## config.mk

```make
export PLATFORM = sky130hd
export DESIGN_NAME = lcg_inject_gate
export DESIGN_NICKNAME = d
export VERILOG_FILES = /design/src/rtl/lcg_pkg.sv /design/src/rtl/lcg_sat_cnt.sv /design/src/rtl/lcg_pair_table.sv /design/src/rtl/lcg_issue_seq.sv /design/src/rtl/lcg_inject_gate.sv
export SDC_FILE = /design/constraint.sdc
export NUM_CORES = 1
export LEC_CHECK = 0
export CAP_MARGIN = 10
export CORE_UTILIZATION = 39
export DETAILED_ROUTE_END_ITERATION = 10
export GPL_ROUTABILITY_DRIVEN = 1
export PLACE_DENSITY = 0.72
export SLEW_MARGIN = 25
export SYNTH_ARGS = -nofsm -noshare
export SYNTH_HDL_FRONTEND = slang
export SYNTH_SLANG_ARGS = --single-unit
```

## constraint.sdc

```tcl
create_clock -name clk -period 3.1 [get_ports clk]
set_input_delay 0.62 -clock clk [delete_from_list [all_inputs] [get_ports clk]]
set_output_delay 0.62 -clock clk [all_outputs]
set_load 0.005 [all_outputs]
```

## src/rtl/lcg_pkg.sv

```systemverilog
package lcg_pkg;
    localparam int LCG_MCS   = 2;
    localparam int LCG_BANKS = 4;
    localparam int TAG_W     = 8;
    localparam int MC_W      = (LCG_MCS > 1) ? $clog2(LCG_MCS) : 1;
    localparam int BANK_W    = (LCG_BANKS > 1) ? $clog2(LCG_BANKS) : 1;
    localparam int PAIRS     = LCG_MCS * LCG_BANKS;

    typedef logic [MC_W-1:0]   mc_id_t;
    typedef logic [BANK_W-1:0] bank_id_t;
    typedef logic [TAG_W-1:0]  tag_t;

    typedef struct packed {
        mc_id_t   mc;
        bank_id_t bank;
        tag_t     tag;
    } lcg_req_t;

    typedef enum logic {
        LCG_IDLE,
        LCG_SEND
    } lcg_state_e;

    function automatic int pair_of(mc_id_t mc, bank_id_t bank);
        return int'(mc) * LCG_BANKS + int'(bank);
    endfunction
endpackage

```

## src/rtl/lcg_sat_cnt.sv

```systemverilog
module lcg_sat_cnt #(
    parameter int W = 4
) (
    input  logic         clk,
    input  logic         rst,
    input  logic         inc,
    input  logic         dec,
    output logic [W-1:0] cnt
);
    localparam logic [W-1:0] CMAX = {W{1'b1}};

    always_ff @(posedge clk) begin
        if (rst) begin
            cnt <= '0;
        end else if (inc && !dec) begin
            if (cnt != CMAX) cnt <= cnt + 1'b1;
        end else if (dec && !inc) begin
            if (cnt != '0) cnt <= cnt - 1'b1;
        end
    end

    // a lone decrement at zero must not wrap
    p_no_wrap_r9: assert property (@(posedge clk) disable iff (rst)
        (cnt == '0 && dec && !inc) |=> cnt == '0);
    // a lone increment at the top must not wrap
    p_no_overflow_r7: assert property (@(posedge clk) disable iff (rst)
        (cnt == CMAX && inc && !dec) |=> cnt == CMAX);
endmodule

```

## src/rtl/lcg_pair_table.sv

```systemverilog
module lcg_pair_table
    import lcg_pkg::*;
#(
    parameter int CNT_W = 3
) (
    input  logic             clk,
    input  logic             rst,
    input  logic             inc_valid,
    input  mc_id_t           inc_mc,
    input  bank_id_t         inc_bank,
    input  logic             dec_valid,
    input  mc_id_t           dec_mc,
    input  bank_id_t         dec_bank,
    output logic [PAIRS-1:0] idle_vec,
    output logic             dec_taken
);
    logic [PAIRS-1:0] inc_sel;
    logic [PAIRS-1:0] dec_sel;

    always_comb begin
        inc_sel = '0;
        dec_sel = '0;
        if (inc_valid) inc_sel[pair_of(inc_mc, inc_bank)] = 1'b1;
        if (dec_valid) dec_sel[pair_of(dec_mc, dec_bank)] = 1'b1;
    end

    // completions aimed at an empty pair are dropped
    assign dec_taken = dec_valid && !idle_vec[pair_of(dec_mc, dec_bank)];

    for (genvar p = 0; p < PAIRS; p++) begin : g_pair
        logic [CNT_W-1:0] cnt;
        lcg_sat_cnt #(.W(CNT_W)) u_cnt (
            .clk (clk),
            .rst (rst),
            .inc (inc_sel[p]),
            .dec (dec_sel[p]),
            .cnt (cnt)
        );
        assign idle_vec[p] = (cnt == '0);
    end
endmodule

```

## src/rtl/lcg_issue_seq.sv

```systemverilog
module lcg_issue_seq
    import lcg_pkg::*;
#(
    parameter int GRP_MAX = 4,
    parameter int LEN_W   = $clog2(GRP_MAX + 1)
) (
    input  logic             clk,
    input  logic             rst,
    input  logic             load,
    input  logic [LEN_W-1:0] load_len,
    input  lcg_req_t         load_reqs [GRP_MAX],
    input  logic             out_ready,
    output logic             busy,
    output logic             out_valid,
    output lcg_req_t         out_req,
    output logic             fire
);
    localparam int IDX_W = (GRP_MAX > 1) ? $clog2(GRP_MAX) : 1;

    lcg_state_e       state;
    logic [IDX_W-1:0] idx;
    logic [LEN_W-1:0] len_q;
    lcg_req_t         slots [GRP_MAX];

    assign busy      = (state == LCG_SEND);
    assign out_valid = busy;
    assign out_req   = slots[idx];
    assign fire      = out_valid && out_ready;

    always_ff @(posedge clk) begin
        if (rst) begin
            state <= LCG_IDLE;
            idx   <= '0;
            len_q <= '0;
        end else begin
            case (state)
                LCG_IDLE: begin
                    if (load) begin
                        state <= LCG_SEND;
                        idx   <= '0;
                        len_q <= load_len;
                    end
                end
                LCG_SEND: begin
                    if (fire) begin
                        if (LEN_W'(idx) == len_q - LEN_W'(1)) begin
                            state <= LCG_IDLE;
                            idx   <= '0;
                        end else begin
                            idx <= idx + 1'b1;
                        end
                    end
                end
                default: state <= LCG_IDLE;
            endcase
        end
    end

    always_ff @(posedge clk) begin
        if (state == LCG_IDLE && load) begin
            for (int i = 0; i < GRP_MAX; i++) slots[i] <= load_reqs[i];
        end
    end

    // an accepted group starts sending on the next cycle
    p_load_sends_r5: assert property (@(posedge clk) disable iff (rst)
        (load && !busy) |=> out_valid);
    // a stalled request is held unchanged
    p_hold_r5: assert property (@(posedge clk) disable iff (rst)
        (out_valid && !out_ready) |=> (out_valid && $stable(out_req)));
endmodule

```

## src/rtl/lcg_inject_gate.sv

```systemverilog
module lcg_inject_gate
    import lcg_pkg::*;
#(
    parameter int GRP_MAX = 4,
    parameter int CNT_W   = 3,
    parameter int OUT_W   = 5,
    parameter int LEN_W   = $clog2(GRP_MAX + 1)
) (
    input  logic                      clk,
    input  logic                      rst,
    input  logic [OUT_W-1:0]          cfg_limit,
    input  logic                      grp_valid,
    output logic                      grp_ready,
    input  logic [LEN_W-1:0]          grp_len,
    input  logic [GRP_MAX*MC_W-1:0]   grp_mc,
    input  logic [GRP_MAX*BANK_W-1:0] grp_bank,
    input  logic [GRP_MAX*TAG_W-1:0]  grp_tag,
    output logic                      inj_valid,
    input  logic                      inj_ready,
    output logic [MC_W-1:0]           inj_mc,
    output logic [BANK_W-1:0]         inj_bank,
    output logic [TAG_W-1:0]          inj_tag,
    input  logic                      cpl_valid,
    input  logic [MC_W-1:0]           cpl_mc,
    input  logic [BANK_W-1:0]         cpl_bank,
    output logic [OUT_W-1:0]          out_count
);
    lcg_req_t         reqs [GRP_MAX];
    logic [PAIRS-1:0] idle_vec;
    logic             dec_taken;
    logic             busy;
    logic             fire;
    logic             any_hot;
    logic             under_limit;
    logic             accept;
    lcg_req_t         cur_req;

    for (genvar s = 0; s < GRP_MAX; s++) begin : g_slot
        assign reqs[s].mc   = grp_mc[s*MC_W +: MC_W];
        assign reqs[s].bank = grp_bank[s*BANK_W +: BANK_W];
        assign reqs[s].tag  = grp_tag[s*TAG_W +: TAG_W];
    end

    // any live slot hitting a pair with traffic in flight
    always_comb begin
        any_hot = 1'b0;
        for (int s = 0; s < GRP_MAX; s++) begin
            if (LEN_W'(s) < grp_len && !idle_vec[pair_of(reqs[s].mc, reqs[s].bank)])
                any_hot = 1'b1;
        end
    end

    assign under_limit = (out_count < cfg_limit);
    assign grp_ready   = !busy && !any_hot && under_limit;
    assign accept      = grp_valid && grp_ready;

    lcg_issue_seq #(.GRP_MAX(GRP_MAX), .LEN_W(LEN_W)) u_seq (
        .clk       (clk),
        .rst       (rst),
        .load      (accept),
        .load_len  (grp_len),
        .load_reqs (reqs),
        .out_ready (inj_ready),
        .busy      (busy),
        .out_valid (inj_valid),
        .out_req   (cur_req),
        .fire      (fire)
    );

    assign inj_mc   = cur_req.mc;
    assign inj_bank = cur_req.bank;
    assign inj_tag  = cur_req.tag;

    lcg_pair_table #(.CNT_W(CNT_W)) u_table (
        .clk       (clk),
        .rst       (rst),
        .inc_valid (fire),
        .inc_mc    (cur_req.mc),
        .inc_bank  (cur_req.bank),
        .dec_valid (cpl_valid),
        .dec_mc    (cpl_mc),
        .dec_bank  (cpl_bank),
        .idle_vec  (idle_vec),
        .dec_taken (dec_taken)
    );

    lcg_sat_cnt #(.W(OUT_W)) u_out (
        .clk (clk),
        .rst (rst),
        .inc (fire),
        .dec (dec_taken),
        .cnt (out_count)
    );

    // state after reset
    p_reset_r1: assert property (@(posedge clk)
        $past(rst) |-> (!inj_valid && out_count == '0));
    // never admit at or above the limit
    p_limit_r4: assert property (@(posedge clk) disable iff (rst)
        grp_ready |-> (out_count < cfg_limit));
    // no admission while sending
    p_busy_blocks_r6: assert property (@(posedge clk) disable iff (rst)
        inj_valid |-> !grp_ready);
    // outstanding count moves only on traffic
    p_quiet_r8: assert property (@(posedge clk) disable iff (rst)
        (!fire && !cpl_valid) |=> $stable(out_count));
endmodule

```

After elaboration in Yosys (flattened, before gate mapping)
Memories as Yosys holds them, arrays and structs flattened. A register that Yosys moved wholly into a read port is not among the register bits.
Cells that the tools add are included.
{ "totals": {"elab_cells": 248, "memories": 1, "ramBits": 44, "out_inout_bits": 18, "in_bits": 60, "register_bits": 35} }
{ "op_classes": {"add_sub_neg": 26, "eq_ne": 21, "order_cmp": 13, "mux": 73, "bitwise": 1, "n_reduce_logical": 101} }
{ "mem_list": {"columns": ["name", "words", "width", "read_ports", "rd_ports_with_merged_regs", "write_ports", "line_no", "rtl"], "rows": [
  ["u_seq.slots", 4, 11, 1, 1, 4, "lcg_issue_seq.sv:23", "lcg_req_t slots [GRP_MAX];"]
]} }
{ "ops": {"columns": ["operator", "count"], "rows": [
  ["2-to-1 mux 3 bit", 32],
  [">= comparator 32 x 1 -> 1 bit (second input constant)", 2],
  ["< comparator 32 x 5 -> 1 bit (second input constant)", 2],
  ["nonzero test 2 bit", 18],
  ["logical AND 1 bit", 30],
  ["AND reduction 3 bit", 9],
  ["subtractor 3 x 1 -> 3 bit (second input constant)", 9],
  ["zero test 1 bit", 25],
  ["adder 3 x 1 -> 3 bit (second input constant)", 8],
  ["adder 3 x 2 -> 4 bit", 6],
  ["zero test 3 bit", 8],
  ["!= test 3 bit (second input constant)", 8],
  ["nonzero test 3 bit", 8],
  ["2-to-1 mux 1 bit", 21],
  ["2-to-1 mux 5 bit", 4],
  ["!= test 2 x 1 -> 1 bit (second input constant)", 10],
  ["< comparator 4 bit (second input constant)", 4],
  ["2-to-1 mux 8 bit", 2],
  ["binary-select mux 1 bit (select 3 bit)", 5],
  ["2-to-1 mux 2 bit", 5],
  ["demux 1 bit (select 3 bit)", 2],
  ["< comparator 1 x 3 -> 1 bit (first input constant)", 2],
  ["< comparator 2 x 3 -> 1 bit (first input constant)", 2],
  ["adder 5 x 1 -> 5 bit (second input constant)", 1],
  ["11 further kinds", 12]
]} }

Longest topological paths before layout
Gate-level depths: netlist (run 1).
{ "depth": {"word_depth": 18, "mapped_depth": 11, "mapped_depth_nobuf": 10} }

Hierarchy
From an unflattened synthesis (run 1), not the netlist that was laid out.
{ "hier_totals": {"hier_cells": 449, "area_unflattened_um2": 4884.7} }
{ "by_module_without_submodules": {"columns": ["module", "area_per_inst_um2", "seq_area_each_um2", "instances", "cells_each"], "rows": [
  ["lcg_issue_seq", 1920.6, 1481.4, 1, 95],
  ["lcg_sat_cnt (u_table.g_pair[0].u_cnt ...)", 227.7, 60.1, 5, 27],
  ["lcg_sat_cnt (u_table.g_pair[4].u_cnt ...)", 245.2, 60.1, 3, 28],
  ["lcg_inject_gate", 435.4, 0.0, 1, 47],
  ["lcg_sat_cnt (u_out)", 390.4, 100.1, 1, 43],
  ["lcg_pair_table", 264.0, 0.0, 1, 45]
]} }

Least setup slack after synthesis (run 1)
OpenSTA, ideal clock, no wires.
{ "synth_timing": {"path_kind": "input-to-reg", "startpoint": "in cfg_limit[1]", "endpoint": "mem u_seq.slots[0][0] (netlist name), enable pin", "arrival_time_ps": 2660, "cell_stages": 8, "t_required_ps": 2701, "setup_slack_ps": 41, "setup_ps": 399, "path_buffers": 0, "path_cell_list": "inv_1 ha_1 a21boi_0 o21ai_0 a21oi_1 nor4_4 nand2_1 inv_1"} }
{ "synth_rtl": {"columns": ["item", "line_no", "rtl"], "rows": [
  ["from (decl)", "lcg_inject_gate.sv:11", "input logic [OUT_W-1:0] cfg_limit,"],
  ["to (decl)", "lcg_issue_seq.sv:23", null]
]} }

Final worst setup path (run 1)
{ "layout_timing": {"startpoint": "in grp_mc[1]", "endpoint": "out grp_ready"} }
{ "layout_between": {"elab_chain_len": 12} }
{ "layout_rtl": {"columns": ["item", "line_no", "rtl"], "rows": [
  ["from (decl)", "lcg_inject_gate.sv:15", "input logic [GRP_MAX*MC_W-1:0] grp_mc,"],
  ["adder 3 x 2 -> 4 bit", "lcg_pkg.sv:25", "return int'(mc) * LCG_BANKS + int'(bank);"],
  ["binary-select mux 1 bit (select 3 bit)", "lcg_inject_gate.sv:48", "if (LEN_W'(s) < grp_len && !idle_vec[pair_of(reqs[s].mc, reqs[s].bank)])"],
  ["2-to-1 mux 1 bit (implied by the code) (2 in a row)", "lcg_inject_gate.sv:48", null],
  ["zero test 1 bit", "lcg_inject_gate.sv:48", null],
  ["logical AND 1 bit", "lcg_inject_gate.sv:48", null],
  ["2-to-1 mux 1 bit (3 in a row)", "lcg_inject_gate.sv:48", null],
  ["zero test 1 bit", "lcg_inject_gate.sv:54", "assign grp_ready = !busy && !any_hot && under_limit;"],
  ["logical AND 1 bit (2 in a row)", "lcg_inject_gate.sv:54", null],
  ["to (decl)", "lcg_inject_gate.sv:13", "output logic grp_ready,"]
]} }
Every way passes these cells. The select of a mux whose other input is x is not followed.

==> summary.md, run 1 <==
| Metric | Value |
|---|---|
| Max-cap viol count | 0 |
| Final Skew | around 0.0090 ns |
| Drt wl/cell | approximately 16 µm |
| Initial Util | 40.4% |
| Layout area overhead | 38.4% |
| NumNets Final | between 500 and 600 |
| Sw Share | approximately 25% |
| Crit path capture type | output port |
| Final std cells w/o fill | 653 |
| Commonest non-fill, non-tap cell in the layout | clkdlybuf4s50_1 |
| Most frequent cells in the layout | 69 x clkdlybuf4s50_1, 54 x buf_4, 44 x edfxtp_1 |
| Crit. path cell count | 8 |
| Psw | roughly 680 µW |
| Post-synth net total | approximately 460 |
| Tcrit/Tclk final | around 98% |
| Initial antenna violation count | 1 |
| Largest net degree at the start of global routing | 47 |
| Overall Global Routing Usage | around a fifth |
| Syn_area_per_cell | 11.9 µm² |
| Internal power | between 2 and 2.5 mW |
| Worst-skew pair later-pin latency | ~0.34 ns |
| Via density | roughly 5.2 |
| Max-slew headroom | between 60 and 70% |
| Clk sink count | 81 |
| Power, Total | 2.70 mW |
| Area of the core | 10,900 µm² |
| CTS clk-pin slew, worst paths | 0.06 ns |
| Sum Neg Setup Slack | 0 ns |
| HP Class | register to register |
| Worst path cell trace | clkdlybuf4s50_1 -> buf_4 -> nand2_1 -> nor2_2 -> a211oi_4 -> or4_4 -> nor3b_2 -> buf_2 |
| Multi-input gate area | ~2300 µm² |
| Remaining antenna violation count after routing | 0 |
| Unrepaired setup endpoints after global routing | true |
| Pwr dens | roughly 440 nW/µm² |
| Worst VDD drop | 0.000331 V |
| Number of port buffers | 77 |
| HPWL Detailed | approximately 8 mm |
| Share of cells above drive strength 1 | a little over a fifth |
| WL final | about 11 mm |
| Hold depth | 2 |
| Total of warnings raised by yosys | 0 |
| Number of flops mapped to enable cells by yosys | 44 |
| Gpl congestion | roughly 0.81 |
| Combinational Power Share | between 10% and 20% |
| Gr ovfl total | 0 |
| Outcome | finished clean |
| Distinct cells, synth | 54 |
| Crit Path Class | input pin to output port |
| Post-Syn Area | ~4400 µm² |
| Max clock buf depth | 2 |
| Max frequency | 331 MHz |
| #FFs+latches synth | just over 80 |
| Num CTS Buffers | 9 |
| Worst path slowest cell | or4_4 |
| Critical path origin | grp_mc[1] |
| Fin. max-slew vios | 0 |
| CP delay by family, top | simple AND/OR/NAND/NOR gates |
| Drt pass-1 iters | 5 |
| Post-route setup slack | ~0.077 ns |
| Pre-CTS setup slack | -0.590 ns |
| Post-synth top flop | edfxtp_1 |
| Hold path startpoint | u_seq.len_q[1] |
| Die Wd | between 100 and 150 µm |
| Max incr delay on CP | approximately 0.53 ns |
| Tmin final | 3.02 ns |
| Global-route wire length before repair | 16.8 mm |
| Vias in the first global route | between 3,000 and 4,000 |
| Clk pwr share | between 30 and 40% |
| CP arrival | between 2 and 2.5 ns |
| CP max FO | 2 |
| Vias | between 3,000 and 4,000 |
| Mapped Cells | roughly 370 |
| Seq/Total Area, Yosys | 46.7% |
| Final hold violation count | 0 |
| Register area | roughly 2100 µm² |
| Worst-case reg-to-reg path depth | 9 |
| CP required | around 2.5 ns |
| Crit start category | input pin |
| Finished Core Util | a little under three fifths |
| Die area | around 12,000 µm² |
| IO Pins | 78 |
| CP Buf/Inv Count | 3 |
| CTS HTree Levels | 3 |
| Clock root cell | clkbuf_16 |
| Final setup viols | 0 |
| Placed insts | approximately 630 |
| Async SR Flop Fraction | 0% |
| Worst Max-Slew Pin Slew | around 0.57 ns |
| DRC Markers | 0 |
| Site row count | 38 |
| P_leak | between 2 and 2.5 nW |
| Die Ht | around 110 µm |
| CTS tree | done |
| Initial DRC count | 190 |
| Filler cells | 910 |
| Sequential share of power | a little under half |
## stage by stage
step,hold WS (ns),instance area (µm²)
after floorplan,0.459,4420
after global placement,0.473,5720
after detailed placement,0.485,5720
after CTS,0.494,6020
after global routing,0.527,6120
final,0.490,6120
## area by class of cell
cell class | instances | area share (%)
multi-input cells | 263 | 38.1
flip-flops and latches | 81 | 33.8
inverters | 20 | 1.23
clock inverters | 7 | 0.838
diodes | 1 | 0.0409
well taps | 140 | 2.86
clock buffers | 9 | 3.68
repair buffers | 132 | 19.4
## logic make-up after synthesis
family,share of synthesized area [%]
adders and majority gates,8.61
DFF,46.7
buffers and inverters,2.35
AOI/OAI and AO/OA,9.26
muxes,13.6
xor gates and xnor gates,5.15
and+or+nand+nor,14.4
## Yosys cell counts, drive strengths merged (9+ instances only)
library cell  count  area share [%]
xnor2            15             3.0
nor2             35             3.0
edfxtp           44              30
inv              20             1.7
mux4             17             9.2
nor3             15             2.9
a21oi            22             2.6
xor2             11             2.2
mux2i            17             3.9
nand2            20             1.7
ha               16             4.5
dfxtp            37              17
o21ai            16             1.8
fa                9             4.1
## power by group through the flow
stage | Sequential (mW) | Clock (mW) | Combinational, mW
2_1_floorplan | 1.25 | 0 | 0.209
3_3_place_gp | 1.25 | 0 | 0.435
3_5_place_dp | 1.26 | 0 | 0.450
4_1_cts | 1.23 | 1.03 | 0.455
5_1_grt | 1.24 | 1.08 | 0.507
6_report | 1.23 | 1.00 | 0.463
## sequential cells by signal, indices dropped and copies added (netlist names), named ones only
signal and flops:
u_seq.slots 44, u_seq.busy 1, u_out.cnt 5, u_seq.len_q 3, u_table.g_pair.u_cnt.cnt 24, u_seq.idx 2
## path summary, 6_finish.rpt
path | end | slack (ns)
max reg2reg | u_table.g_pair[2].u_cnt.cnt[2] | 0.28
min | u_seq.len_q[1] | 0.49
max | grp_ready | 0.08
min reg2reg | u_seq.len_q[1] | 0.49
## worst register-to-register path, stage by stage (launching register included)
cell and delay (ns):
dfxtp_1 0.45, mux4_2 0.60, nand2b_1 0.24, nor2_1 0.18, ha_1 0.19, inv_1 0.06, fa_1 0.43, xor2_1 0.17
or3_1 0.31, a21oi_1 0.13
## routing by layer
layer  GRT usage (%)  up-vias  share of wire, %  wire length (µm)
met5               0        -                 0                 0
met4            7.24        0               1.3               133
met3            4.16       14               7.6               806
met2            32.8      107                49              5180
met1            22.5     1632                42              4480
li1                -     1664                 -                 -
## repair_timing
item / in CTS / in global routing
gates resized for setup: 15 / 14
pin swaps: 8 / 10
buffers inserted: 1 / 4
hold buffers: 0 / 0
setup endpoints to repair: 1 / 1
No activity file was read; power rests on OpenSTA's default activity.
==> inputs of run 2 (changes only) <==
PLACE_DENSITY = unset   (was 0.72)
==> run 2 against run 1 <==
  * Total power up 3.4%
  * Sequential share of layout area shrank 0.16 points
  * Sequential cell count stayed put
  * Cell area grew 0.29%
  * Critical path depth is 1 lower
  * Global-route usage fell by 0.42 points
  * Sequential power about the same
  * Die area unchanged
  * Hold slack gained 0.0014 ns
  * Wire length down 2.9%
  * Clock skew decreased by 0.0019 ns
  * Largest power group unchanged
==> summary.md, run 2 (synthesized netlist as in run 1, its figures left out) <==
| Metric | Value |
|---|---|
| Die Wd | 108 µm (unchanged) |
| Number of port buffers | 77 (unchanged) |
| CTS clk-pin slew, worst paths | 0.06 ns (about the same) |
| Tcrit/Tclk final | 97.3% (-0.22 points) |
| Psw | 650 µW (-4.9%) |
| Combinational Power Share | 16.4% (-0.8 points) |
| Overall Global Routing Usage | 18.4% (-0.42 points) |
| Remaining antenna violation count after routing | 0 (unchanged) |
| HPWL Detailed | 8.03 mm (+0.50%) |
| Crit start category | input pin |
| Largest Register | u_seq.slots |
| Num CTS Buffers | 9 (unchanged) |
| Outcome | finished clean |
| Pwr dens | 455 nW/µm² (+3.1%) |
| Clk pwr share | 39.4% (+2.2 points) |
| Crit Path Class | input pin to output port |
| Largest regs | u_seq.slots x44, u_table.g_pair.u_cnt.cnt x24, u_out.cnt x5 |
| Gr ovfl total | 0 (unchanged) |
| CTS HTree Levels | 3 (unchanged) |
| Initial antenna violation count | 0 (-1) |
| Clock root cell | clkbuf_16 |
| CP arrival | 2.40 ns (about the same) |
| CP required | 2.48 ns (about the same) |
| Worst-skew pair later-pin latency | 0.34 ns (about the same) |
| Global-route wire length before repair | 16.3 mm (-3.2%) |
| Final Skew | 0.00707 ns (-0.00189 ns) |
| Worst VDD drop | 0.000257 V (-22%) |
| Finished Core Util | 56.1% (+0.16 points) |
| Max FFs per register | 44 (unchanged) |
| Fin. max-slew vios | 0 (unchanged) |
| Initial DRC count | 184 (-3.2%) |
| Max clock buf depth | 2 (unchanged) |
| Layout area overhead | 38.8% |
| Max frequency | 332 MHz (+0.23%) |
| Internal power | 2.14 mW (+6.2%) |
| Commonest non-fill, non-tap cell in the layout | clkdlybuf4s50_1 |
| HP Class | register to register |
| Max-cap viol count | 0 (unchanged) |
| Vias in the first global route | 3,453 (-2.5%) |
| Final setup viols | 0 (unchanged) |
| Tmin final | 3.02 ns (-0.00689 ns) |
| Die Ht | 108 µm (unchanged) |
| Drt wl/cell | 15.8 µm (-2.9%) |
| Via density | 5.11 (-2.4%) |
| CTS tree | done |
| Most frequent cells in the layout | 68 x clkdlybuf4s50_1, 55 x buf_4, 44 x edfxtp_1 |
| Worst Max-Slew Pin Slew | 0.539 ns (-0.0309 ns) |
| Crit path capture type | output port |
| Sw Share | 23.2% (-2.0 points) |
| Area of the core | 10,900 µm² (unchanged) |
| Post-route setup slack | 0.0837 ns (+0.00689 ns) |
| Clk sink count | 81 (unchanged) |
| Pre-CTS setup slack | -0.611 ns (-0.0216 ns) |
| Drt pass-1 iters | 4 (-1) |
| Sequential share of power | 44.2% (-1.5 points) |
| Site row count | 38 (unchanged) |
| Max-slew headroom | 63.6% (+2.1 points) |
| Cts hold-fix bufs | 0 (unchanged) |
| Vias | 3,334 (-2.4%) |
| Largest net degree at the start of global routing | 27 (-43%) |
| WL final | 10.3 mm (-2.9%) |
| Final hold violation count | 0 (unchanged) |
| DRC Markers | 0 (unchanged) |
| CP max FO | 3 (+1) |
| R2R Setup Slk | 0.28 ns (about the same) |
| Die area | 11,800 µm² (unchanged) |
| P_leak | 2.29 nW (+1.9%) |
| IO Pins | 78 (unchanged) |
| ANT cells | 0 (-1) |
| Share of cells above drive strength 1 | 21.2% (-0.63 points) |
| NumNets Final | 593 (+0.17%) |
| Gpl congestion | 0.807 (+0.21%) |
| Hold slack | 0.492 ns (+0.00137 ns) |
| Initial Util | 40.4% (unchanged) |
-- run 2: cell count changes in the layout (fill, tap and decap cells not counted), sizes merged --
cell           delta
clkbuf            +3
inv               -3
diode             -1
dlymetal6s2s      +1
clkinv            -1
clkdlybuf4s50     -1
buf               +1
bufinv            +1
-- run 2: final timing paths --
| path | cells after the start | startpoint | end |
|---|---|---|---|
| hold reg to reg | 2 | u_seq.len_q[1] | u_seq.len_q[1] |
| setup / recovery | 7 | grp_mc[1] | grp_ready |
| setup reg to reg | 12 | u_table.g_pair[1].u_cnt.cnt[1] | u_out.cnt[4] |
| hold / removal | 2 | u_seq.len_q[1] | u_seq.len_q[1] |
-- run 2: repair_timing --
item | 4_1_cts | 5_1_grt
pin swaps | 8 | 3
buffers inserted | 3 | 0
setup endpoints to repair | 1 | 2
resized for setup | 20 | 6
-- run 2: metal layers --
| metal | vias to the layer above | part of all wire [%] | global-route usage, % |
|---|---|---|---|
| met5 | - | 0 | 0 |
| met4 | 0 | 1.4 | 7.14 |
| met3 | 12 | 7.5 | 4.46 |
| met2 | 80 | 45 | 30.4 |
| met1 | 1581 | 46 | 23.1 |
| li1 | 1661 | - | - |
-- run 2: per-stage QoR --
stage / total power [mW] / instance area (µm²) / instances / TNS, ns
3_3_place_gp: 1.70 / 5750 / 634 / -1.37
2_1_floorplan: 1.46 / 4420 / 371 / 0
3_5_place_dp: 1.71 / 5750 / 634 / -1.06
6_report: 2.79 / 6140 / 653 / 0
5_1_grt: 2.91 / 6140 / 653 / -0.0127
4_1_cts: 2.82 / 6110 / 653 / 0
-- run 2: cell type report --
class / count / area, µm²
clock buffers: 12 / 258
clock inverters: 4 / 51.3
repair buffers: 133 / 1200
well taps: 140 / 175
flip-flops and latches: 81 / 2060
inverters: 20 / 75.1
fillers: 945 / 4800
multi-input cells: 263 / 2310
-- run 2: worst max-delay path, cell delays in order --
cell,delay [ns]
clkdlybuf4s50_1,0.53
inv_1,0.10
o32ai_4,0.24
a211oi_4,0.07
or4_4,0.53
nor3b_2,0.17
buf_2,0.13
-- run 2: power by group through the flow --
| stage | clock network, mW | logic (mW) | registers, mW |
|---|---|---|---|
| 2_1_floorplan | 0 | 0.209 | 1.25 |
| 3_3_place_gp | 0 | 0.443 | 1.26 |
| 3_5_place_dp | 0 | 0.449 | 1.26 |
| 4_1_cts | 1.13 | 0.459 | 1.24 |
| 5_1_grt | 1.16 | 0.503 | 1.24 |
| 6_report | 1.10 | 0.458 | 1.23 |
==> inputs of run 3 (changes only) <==
CTS_CLUSTER_DIAMETER = 120   (was unset)
GPL_TIMING_DRIVEN = 1   (was unset)
SLEW_MARGIN = unset   (was 25)
==> results of run 3 <==
The final DEF is identical to that of run 2; final timing and power are the same.
